**src/rtl/fdiv_occ_pkg.sv**
```systemverilog
package fdiv_occ_pkg;

    typedef enum logic [2:0] {
        PH_IDLE   = 3'd0,
        PH_HOLD   = 3'd1,
        PH_ROUND  = 3'd2,
        PH_TAIL   = 3'd3,
        PH_FINISH = 3'd4
    } div_phase_e;

    function automatic int max3(input int a, input int b, input int c);
        int m;
        m = (a > b) ? a : b;
        return (m > c) ? m : c;
    endfunction

endpackage

```
**src/rtl/fdiv_phase_fsm.sv**
```systemverilog
module fdiv_phase_fsm
    import fdiv_occ_pkg::*;
#(
    parameter int SP_HOLD_CYC = 8,
    parameter int DP_HOLD_CYC = 18,
    parameter int TAIL_CYC    = 2
) (
    input  logic clk,
    input  logic rst_n,
    input  logic start_req,
    input  logic start_dbl,
    output logic accept,
    output logic busy,
    output logic rounding,
    output logic finish
);
    localparam int CNT_MAX = max3(SP_HOLD_CYC, DP_HOLD_CYC, TAIL_CYC);
    localparam int CNT_W   = $clog2(CNT_MAX + 1);
    localparam logic [CNT_W-1:0] SP_LOAD   = CNT_W'(SP_HOLD_CYC - 1);
    localparam logic [CNT_W-1:0] DP_LOAD   = CNT_W'(DP_HOLD_CYC - 1);
    localparam logic [CNT_W-1:0] TAIL_LOAD = CNT_W'(TAIL_CYC - 1);

    div_phase_e       phase_q, phase_d;
    logic [CNT_W-1:0] cnt_q, cnt_d;
    logic             can_issue;
    logic             cnt_zero;

    assign can_issue = (phase_q == PH_IDLE) || (phase_q == PH_FINISH);
    assign cnt_zero  = (cnt_q == '0);

    // next-state and counter
    always_comb begin
        phase_d = phase_q;
        cnt_d   = cnt_q;
        unique case (phase_q)
            PH_IDLE, PH_FINISH: begin
                if (start_req) begin
                    phase_d = PH_HOLD;
                    cnt_d   = start_dbl ? DP_LOAD : SP_LOAD;
                end else begin
                    phase_d = PH_IDLE;
                    cnt_d   = '0;
                end
            end
            PH_HOLD: begin
                if (cnt_zero) begin
                    phase_d = PH_ROUND;
                end else begin
                    cnt_d = cnt_q - 1'b1;
                end
            end
            PH_ROUND: begin
                phase_d = PH_TAIL;
                cnt_d   = TAIL_LOAD;
            end
            PH_TAIL: begin
                if (cnt_zero) begin
                    phase_d = PH_FINISH;
                end else begin
                    cnt_d = cnt_q - 1'b1;
                end
            end
            default: begin
                phase_d = PH_IDLE;
                cnt_d   = '0;
            end
        endcase
    end

    // state register
    always_ff @(posedge clk) begin
        if (!rst_n) begin
            phase_q <= PH_IDLE;
            cnt_q   <= '0;
        end else begin
            phase_q <= phase_d;
            cnt_q   <= cnt_d;
        end
    end

    // outputs
    always_comb begin
        busy     = 1'b0;
        rounding = 1'b0;
        finish   = 1'b0;
        unique case (phase_q)
            PH_IDLE:   ;
            PH_HOLD:   busy = 1'b1;
            PH_ROUND: begin
                busy     = 1'b1;
                rounding = 1'b1;
            end
            PH_TAIL:   busy = 1'b1;
            PH_FINISH: finish = 1'b1;
            default:   ;
        endcase
        accept = start_req && can_issue;
    end

endmodule

```
**src/rtl/fmul_port_arb.sv**
```systemverilog
module fmul_port_arb (
    input  logic div_issue,
    input  logic div_round,
    input  logic mul_req,
    output logic mul_avail,
    output logic mul_grant
);
    // divider claims were committed at divide issue and always win
    always_comb begin
        mul_avail = !(div_issue || div_round);
        mul_grant = mul_req && mul_avail;
    end
endmodule

```
**src/rtl/fdiv_occupancy_tracker.sv**
```systemverilog
module fdiv_occupancy_tracker #(
    parameter int SP_HOLD_CYC = 8,
    parameter int DP_HOLD_CYC = 18,
    parameter int TAIL_CYC    = 2
) (
    input  logic clk,
    input  logic rst_n,
    input  logic div_start_req,
    input  logic div_start_dbl,
    input  logic fmul_req,
    output logic div_start_ok,
    output logic div_busy,
    output logic fmul_avail,
    output logic fmul_grant,
    output logic div_done
);
    logic accept_w;
    logic round_w;

    fdiv_phase_fsm #(
        .SP_HOLD_CYC(SP_HOLD_CYC),
        .DP_HOLD_CYC(DP_HOLD_CYC),
        .TAIL_CYC   (TAIL_CYC)
    ) u_fsm (
        .clk      (clk),
        .rst_n    (rst_n),
        .start_req(div_start_req),
        .start_dbl(div_start_dbl),
        .accept   (accept_w),
        .busy     (div_busy),
        .rounding (round_w),
        .finish   (div_done)
    );

    fmul_port_arb u_arb (
        .div_issue(accept_w),
        .div_round(round_w),
        .mul_req  (fmul_req),
        .mul_avail(fmul_avail),
        .mul_grant(fmul_grant)
    );

    assign div_start_ok = accept_w;

endmodule

```
**config.mk**
```make
export PLATFORM = sky130hd
export DESIGN_NAME = fdiv_occupancy_tracker
export DESIGN_NICKNAME = d
export VERILOG_FILES = /design/src/rtl/fdiv_occ_pkg.sv /design/src/rtl/fdiv_phase_fsm.sv /design/src/rtl/fmul_port_arb.sv /design/src/rtl/fdiv_occupancy_tracker.sv
export SDC_FILE = /design/constraint.sdc
export NUM_CORES = 1
export LEC_CHECK = 0
export BUFFER_PORTS_ARGS = -buffer_cell sky130_fd_sc_hd__buf_4
export CORE_AREA = 2 2 39 41
export DETAILED_ROUTE_END_ITERATION = 16
export DIE_AREA = 0 0 41 43
export PLACE_DENSITY = 0.62
export SYNTH_ARGS = -nofsm -noshare
export SYNTH_HDL_FRONTEND = slang
export SYNTH_HIERARCHICAL = 1
export SYNTH_SLANG_ARGS = --single-unit
```
**constraint.sdc**
```tcl
create_clock -name clk -period 4.1 [get_ports clk]
set_clock_uncertainty 0.2 [all_clocks]
set_input_delay 0.82 -clock clk [delete_from_list [all_inputs] [get_ports clk]]
set_output_delay 0.82 -clock clk [all_outputs]
set_load 0.01 [all_outputs]
```
==> flow_summary.toml, run 1 <==
[synthesis]
netlist_instances = 54
synth_edf_count = 0
async_flop_share_pct = 0
yosys_warnings = 6
yosysSeqAreaShare_pct = 36.36
syn_nets = 60
dominantRegCellSynth = "dfxtp_1"
ys_types = 25
netlist_area_um2 = 440.4
syn_avg_cell_area_um2 = 8.156
ys_ff_latch = 8

[setup_path]
max_stage_delay_ps = 430
critical_path_class = "in2out"
crit_required_ps = 3080
cp-end-kind = "output port"
cp_num_buf_inv = 2
crit_slowest_cell = "nor3b_1"
crit_chain = "buf_4 > nor3b_1 > nor3b_2 > buf_4"
cp_top_family = "simple AND/OR/NAND/NOR gates"
critPathMaxFanout = 4
regToRegStartpoint = "u_fsm/cnt_q[0]"
start_kind = "input pin"
r2r_slack_ps = 2300
cp_common_cell = "buf_4"
reg2reg_to = "u_fsm/phase_q[1]"
worstPathArrival_ps = 1580
worstRegToRegCells = 5

[clocking]
cts_max_level = 1
cts_tree = "done"
cts_buffers = 3
cts.hold.buffers_added = 0
cts.sinks = 8
root_buffer = "clkbuf_4"
cts.clk_slew.worst_paths_ps = 50
clockBufferDepth = 2
cts_setup_buffers = 0
insertion_delay_ps = 260
cts_resized = 0

[sta]
fmax_mhz = 384.5
setup_viol = 0
worst_slack_ps = 1500
finalMaxSlewViolations = 0
tns_ps = 0
relSlewSlack_pct = 58.07
rsz0062_at_grt = "no"
fin_crit_sh_pct = 63.43
finalHoldViolCount = 0
min_period_ps = 2600
tightest_slew_ps = 620.2
timing.hold.ws_ps = 320.3

[drt]
first_iter_violations = 3
drt_first_pass_iters = 4
routed_wl_um = 914
wl_per_cell_um = 11.28
vias = 399
antenna_left = 0
drc = 0
viasPerCell = 4.926

[floorplanning]
dieArea_um2 = 1763
die_x_um = 41
coreArea_um2 = 1384
floorplan.initialDensity_pct = 31.83
ios = 10
die_h_um = 43
rows = 14

[worst_hold_path]
min_to = "u_fsm/cnt_q[4]"
holdPathStages = 2
hold_class = "reg2reg"
worstHoldStart = "u_fsm/cnt_q[4]"

[power]
swShare_pct = 37.44
combinationalPowerShare_pct = 44.0
power_switching_w = 0.0001176
sequentialPowerShare_pct = 36.3
pwr-share-clk_pct = 19.8
p_int_w = 0.0001964
finalPower_w = 0.0003139
power_density_nw_per_um2 = 574.2
p_leak_nw = 0.2395
peakVddDrop_mv = 0.1996

[final_layout]
antennaDiodeCount = 0
drive_above_1_share_pct = 21.54
area_growth_pct = 24.15
layout.nets = 73
finish.utilization_pct = 39.51

[grt]
grt_pass1_vias = 356
antenna_found_initial = 0
grt_pass1_wl_um = 1442
grt_use_total_pct = 12.50
grt_max_degree = 10
grt.overflow.total = 0

[outcome]
status = "finished, final reports clean"

[place]
io_buffer_count = 9
post-place-ws_ps = 1476
place.gp.congestion = 0.7846

[flow_run]
max-cap-violations = 0
## cell usage after synthesis, types with 2 or more instances
| master | instances | area share (%) |
|---|---|---|
| o311a_1 | 2 | 4.5 |
| nor4b_1 | 2 | 4.0 |
| dfxtp_1 | 8 | 36 |
| o21ai_0 | 2 | 2.3 |
| nand2b_1 | 4 | 5.7 |
| nand2_1 | 2 | 1.7 |
| nor2_1 | 8 | 6.8 |
| nand3_1 | 2 | 2.3 |
| nor3_1 | 2 | 2.3 |
| a21oi_1 | 4 | 4.5 |
| inv_1 | 4 | 3.4 |
## cells by family after synthesis
family	Yosys count	synth area share [%]
AOI/OAI and AO/OA	10	15.06
xor gates and xnor gates	2	3.978
adders and majority gates	1	2.840
buffers and inverters	5	4.260
DFF	8	36.36
and+or+nand+nor	28	37.50
## layout make-up
type                            instances  area, um2
Fill cell                             146      837.1
Tap cell                               16      20.02
Clock buffer                            3      22.52
Sequential cell                         8      160.2
Inverter                                4      15.01
Timing Repair Buffer                    9      67.56
Multi-Input combinational cell         41      261.5
## worst max-delay path by stage
stage | startpoint | end | cells after the start
5_1_grt | div_start_req | fmul_grant | 4
3_5_place_dp | div_start_req | fmul_grant | 4
6_report | div_start_req | fmul_grant | 4
2_1_floorplan | div_start_req | fmul_avail | 2
3_3_place_gp | div_start_req | fmul_grant | 4
4_1_cts | div_start_req | fmul_grant | 4
## per-stage QoR
| step | area [um2] | instances |
|---|---|---|
| final | 546.8 | 81 |
| after global placement | 524.3 | 78 |
| after detailed placement | 524.3 | 78 |
| after global routing | 546.8 | 81 |
| after floorplan | 440.4 | 54 |
| after CTS | 546.8 | 81 |
## power groups by stage
stage | clock (W) | combinational (W) | sequential, W
after floorplan | 0 | 0.000107 | 0.000106
final | 0.0000620 | 0.000138 | 0.000114
after global routing | 0.0000692 | 0.000156 | 0.000116
after global placement | 0 | 0.000137 | 0.000114
after detailed placement | 0 | 0.000139 | 0.000115
after CTS | 0.0000658 | 0.000139 | 0.000114
## cells in the final DEF, fill, tap and decap left out, types with 2 or more instances in the layout
cell type / count
nor2_1: 8
nand2b_1: 4
nand3_1: 2
clkbuf_4: 3
o21ai_0: 2
o311a_1: 2
buf_4: 9
inv_1: 4
nand2_1: 2
nor4b_1: 2
a21oi_1: 4
nor3_1: 2
dfxtp_1: 8
## layer usage
layer / GRT usage (%) / up-vias / routed length, um
li1: - / 213 / -
met1: 15.64 / 170 / 452
met2: 16.25 / 14 / 361
met3: 4.712 / 2 / 80
met4: 10.00 / 0 / 19
met5: 0 / - / 0
## registers in the layout (all words and copies together), names as in the netlist
signal	flops
u_fsm/phase_q	3
u_fsm/cnt_q	5
## worst reg2reg max path: stages, from the launching register on
cell,delay (ps)
dfxtp_1,320
inv_1,70
ha_1,200
or4b_4,490
or3_1,320
a21oi_1,140
No activity file was read; power rests on OpenSTA's default activity.
==> run 2, diff against run 1 <==
==> constraint.sdc (replaced) <==
create_clock -name clk -period 2.6 [get_ports clk]
set_clock_uncertainty 0.2 [all_clocks]
set_input_delay 0.52 -clock clk [delete_from_list [all_inputs] [get_ports clk]]
set_output_delay 0.52 -clock clk [all_outputs]
set_load 0.01 [all_outputs]
==> flow_summary.toml, run 2 (synthesized netlist as in run 1, its figures left out) <==
[setup_path]
crit_chain = "nor3b_1 > nor3b_2 > buf_4"
reg2reg_to = "u_fsm/phase_q[1]"
crit_required_ps = 1880
worstRegToRegCells = 5
r2r_slack_ps = 790
crit_slowest_cell = "nor3b_1"
start_kind = "flip-flop"
max_stage_delay_ps = 480
critPathMaxFanout = 9
worstSetupEndpoint = "fmul_grant"
cp_top_family = "simple AND/OR/NAND/NOR gates"
crit_cells = 3
cp_num_buf_inv = 1
regToRegStartpoint = "u_fsm/cnt_q[0]"
critical_path_class = "reg2out"
worstPathArrival_ps = 1360
setup.worst_path.start = "u_fsm/phase_q[0]"
cp-end-kind = "output port"

[clocking]
cts.sinks = 8
cts_tree = "done"
cts.clk_slew.worst_paths_ps = 50
cts_resized = 0
clockBufferDepth = 2
cts_buffers = 3
root_buffer = "clkbuf_4"
insertion_delay_ps = 260
cts.hold.buffers_added = 0
cts_setup_buffers = 0
cts_max_level = 1

[sta]
setup_viol = 0
timing.hold.ws_ps = 319.2
tightest_slew_ps = 640.8
finalHoldViolCount = 0
relSlewSlack_pct = 56.68
fin_crit_sh_pct = 79.90
min_period_ps = 2077
fmax_mhz = 481.4
tns_ps = 0
rsz0062_at_grt = "no"
finalMaxSlewViolations = 0

[place]
io_buffer_count = 9
place.gp.congestion = 0.7857
dpl_cell_area_um2 = 524.3

[grt]
grt_use_total_pct = 12.60
grt.overflow.total = 0
grt_pass1_wl_um = 1373
grt_max_degree = 10
grt_pass1_vias = 341
antenna_found_initial = 0

[floorplanning]
die_h_um = 43
coreArea_um2 = 1384
rows = 14
ios = 10
floorplan.initialDensity_pct = 31.83
die_x_um = 41
dieArea_um2 = 1763

[outcome]
status = "finished, final reports clean"

[final_layout]
final_cell_mix = "9 x buf_4, 8 x nor2_1, 8 x dfxtp_1"
fin_area_um2 = 546.8
finish.utilization_pct = 39.51
final_common_cell = "buf_4"
regMostFlops = "u_fsm/cnt_q"
drive_above_1_share_pct = 21.54
area_growth_pct = 24.15
layout.nets = 73
register_area_um2 = 160.2
largest_register_ffs = 5
fillers = 147
multi_input_area_um2 = 261.5
top_regs = "u_fsm/cnt_q: 5 flops, u_fsm/phase_q: 3 flops"
antennaDiodeCount = 0

[drt]
drc = 0
routed_wl_um = 887
first_iter_violations = 8
antenna_left = 0
viasPerCell = 5.049
drt_first_pass_iters = 4
vias = 409
wl_per_cell_um = 10.95

[power]
p_leak_nw = 0.2395
peakVddDrop_mv = 0.3442
finalPower_w = 0.0004924
power_density_nw_per_um2 = 900.5

[worst_hold_path]
worstHoldStart = "rst_n"
hold_class = "in2reg"

[flow_run]
max-cap-violations = 0
run 2: cell counts in the layout (fill, tap and decap cells not counted):
Identical to the previous run, type by type.
run 2: area by class of cell:
class | count | area share, %
multi-input combinational | 41 | 47.83
sequential | 8 | 29.29
timing repair buffer | 9 | 12.36
clock buffer | 3 | 4.119
tap | 16 | 3.661
inverter | 4 | 2.746
run 2: metal layers:
| layer | wire length (um) | up-vias | GRT usage (%) |
|---|---|---|---|
| met1 | 436 | 176 | 16.29 |
| met3 | 65 | 3 | 4.712 |
| li1 | - | 216 | - |
| met4 | 25 | 0 | 12.00 |
| met5 | 0 | - | 0 |
| met2 | 359 | 14 | 15.00 |
run 2: worst min-delay path by stage:
| stage | to | slack, ps | depth (start not counted) |
|---|---|---|---|
| floorplan | u_fsm/cnt_q[4] | 280 | 2 |
| global placement | u_fsm/cnt_q[4] | 310 | 2 |
| detailed placement | u_fsm/cnt_q[4] | 320 | 2 |
| CTS | u_fsm/phase_q[0] | 320 | 2 |
| global route | u_fsm/phase_q[0] | 320 | 2 |
| finish | u_fsm/phase_q[0] | 320 | 2 |
run 2: worst reg2reg max path, cell delays in order (launching register included):
cell and delay, ps:
dfxtp_1 320, inv_1 80, ha_1 210, or4b_4 490, or3_1 320, a21oi_1 140
run 2: per-stage QoR:
stage               setup slack, ps  std cells
CTS                           485.3         81
global route                  394.0         81
finish                        522.6         81
detailed placement            573.6         78
global placement              646.0         78
floorplan                     680.2         54
run 2: report_power, final:
part           switching (W)  internal [W]  total [W]  leakage (nW)
clock network      0.0000428     0.0000529  0.0000956        0.0138
logic               0.000109      0.000108   0.000218         0.160
registers          0.0000307      0.000148   0.000179        0.0656
total               0.000183      0.000309   0.000492         0.240
==> run 3, diff against run 2 <==
--- a/config.mk
+++ b/config.mk
@@ -9,7 +9,7 @@
 export CORE_AREA = 2 2 39 41
 export DETAILED_ROUTE_END_ITERATION = 16
 export DIE_AREA = 0 0 41 43
-export PLACE_DENSITY = 0.62
+export PLACE_DENSITY = 0.64
 export SYNTH_ARGS = -nofsm -noshare
 export SYNTH_HDL_FRONTEND = slang
 export SYNTH_HIERARCHICAL = 1
==> constraint.sdc (replaced) <==
create_clock -name clk -period 1.9 [get_ports clk]
set_clock_uncertainty 0.2 [all_clocks]
set_input_delay 0.38 -clock clk [delete_from_list [all_inputs] [get_ports clk]]
set_output_delay 0.38 -clock clk [all_outputs]
set_load 0.01 [all_outputs]
==> flow_summary.toml, run 3 (synthesized netlist as in run 1, its figures left out) <==
[setup_path]
r2r_slack_ps = 100
cp-end-kind = "flip-flop"
crit_required_ps = 1890
worstPathArrival_ps = 1790
worstSetupEndpoint = "u_fsm/phase_q[1]"
setup.worst_path.start = "u_fsm/cnt_q[0]"
worstRegToRegCells = 5
start_kind = "flip-flop"
regToRegStartpoint = "u_fsm/cnt_q[0]"
critical_path_class = "reg2reg"
reg2reg_to = "u_fsm/phase_q[1]"
critPathMaxFanout = 4

[sta]
finalHoldViolCount = 0
setup_viol = 0
fin_crit_sh_pct = 94.66
rsz0062_at_grt = "no"
tns_ps = 0
min_period_ps = 1798
relSlewSlack_pct = 66.76
finalMaxSlewViolations = 0
tightest_slew_ps = 491.6
fmax_mhz = 556.0

[grt]
grt.overflow.total = 0
grt_pass1_wl_um = 1442
grt_use_total_pct = 12.29
grt_pass1_vias = 379
grt_max_degree = 10
antenna_found_initial = 0

[final_layout]
final_cell_mix = "11 x buf_4, 8 x nor2_1, 6 x dfxtp_1"
final_common_cell = "buf_4"
drive_above_1_share_pct = 26.87
finish.utilization_pct = 40.78
area_growth_pct = 28.13
register_area_um2 = 162.7
regMostFlops = "u_fsm/cnt_q"
top_regs = "u_fsm/cnt_q: 5 flops, u_fsm/phase_q: 3 flops"
fin_area_um2 = 564.3
layout.nets = 75
antennaDiodeCount = 0
largest_register_ffs = 5
multi_input_area_um2 = 261.5
fillers = 134

[drt]
first_iter_violations = 17
drt_first_pass_iters = 4
drc = 0
wl_per_cell_um = 11.58
viasPerCell = 5.277
vias = 438
routed_wl_um = 961
antenna_left = 0

[clocking]
cts_setup_buffers = 0
cts_tree = "done"
cts.clk_slew.worst_paths_ps = 60
clockBufferDepth = 2
cts.sinks = 8
insertion_delay_ps = 260
root_buffer = "clkbuf_4"
cts_buffers = 3
cts_max_level = 1
cts.hold.buffers_added = 0

[place]
dpl_cell_area_um2 = 539.3
place.gp.congestion = 0.7620
dpl.hpwl_um = 711.4
io_buffer_count = 9

[flow_run]
max-cap-violations = 0

[outcome]
status = "finished, final reports clean"

[floorplanning]
die_h_um = 43
ios = 10
rows = 14
coreArea_um2 = 1384
die_x_um = 41
dieArea_um2 = 1763
floorplan.initialDensity_pct = 31.83

[power]
finalPower_w = 0.0007113
power_density_nw_per_um2 = 1261
peakVddDrop_mv = 0.4567
p_leak_nw = 0.2501

[worst_hold_path]
hold_class = "in2reg"
run 3: cell count changes in the layout (fill, tap and decap cells not counted), sizes merged:
cell  previous run  this run
buf              9        11
run 3: worst min-delay path by stage:
stage,start,to,cells after the start
after floorplan,u_fsm/cnt_q[4],u_fsm/cnt_q[4],2
after global placement,u_fsm/cnt_q[4],u_fsm/cnt_q[4],2
after detailed placement,u_fsm/cnt_q[4],u_fsm/cnt_q[4],2
after CTS,rst_n,u_fsm/phase_q[0],2
after global routing,rst_n,u_fsm/phase_q[0],2
final,rst_n,u_fsm/phase_q[0],2
run 3: stage by stage:
step | worst slack [ps] | instances | hold WS [ps]
final | 101.5 | 83 | 173.4
after global routing | 28.62 | 83 | 176.2
after CTS | 64.30 | 83 | 168.1
after detailed placement | 133.3 | 80 | 320.1
after global placement | 148.3 | 80 | 310.7
after floorplan | 165.3 | 54 | 283.2
run 3: layout make-up:
cell class | instances | share of cell area, %
inverter | 4 | 2.661
timing repair buffer | 11 | 14.63
clock buffer | 3 | 3.991
multi-input combinational | 41 | 46.34
tap | 16 | 3.548
sequential | 8 | 28.82
run 3: report_power, final:
| group | total (W) | switching [W] | internal [W] | leakage (nW) |
|---|---|---|---|---|
| clock | 0.000137 | 0.0000641 | 0.0000727 | 0.0138 |
| combinational | 0.000328 | 0.000157 | 0.000170 | 0.170 |
| sequential | 0.000247 | 0.0000416 | 0.000205 | 0.0664 |
run 3: routing by layer:
layer / up-vias / GRT usage, % / wire, um
li1: 219 / - / -
met1: 201 / 15.26 / 428
met2: 16 / 17.81 / 438
met3: 2 / 1.571 / 77
met4: 0 / 10.00 / 16
met5: - / 0 / 0
run 3: worst max-delay path: stages (launching register included):
cell and delay (ps):
dfxtp_1 320, inv_1 70, ha_1 200, or4b_4 480, or3_1 310, a21oi_1 130
run 3: timing repair:
| item | in CTS | in global routing |
|---|---|---|
| gates resized for setup | 0 | 2 |
| setup endpoints to repair | 0 | 2 |
| endpoints found under the hold margin | 0 | 0 |
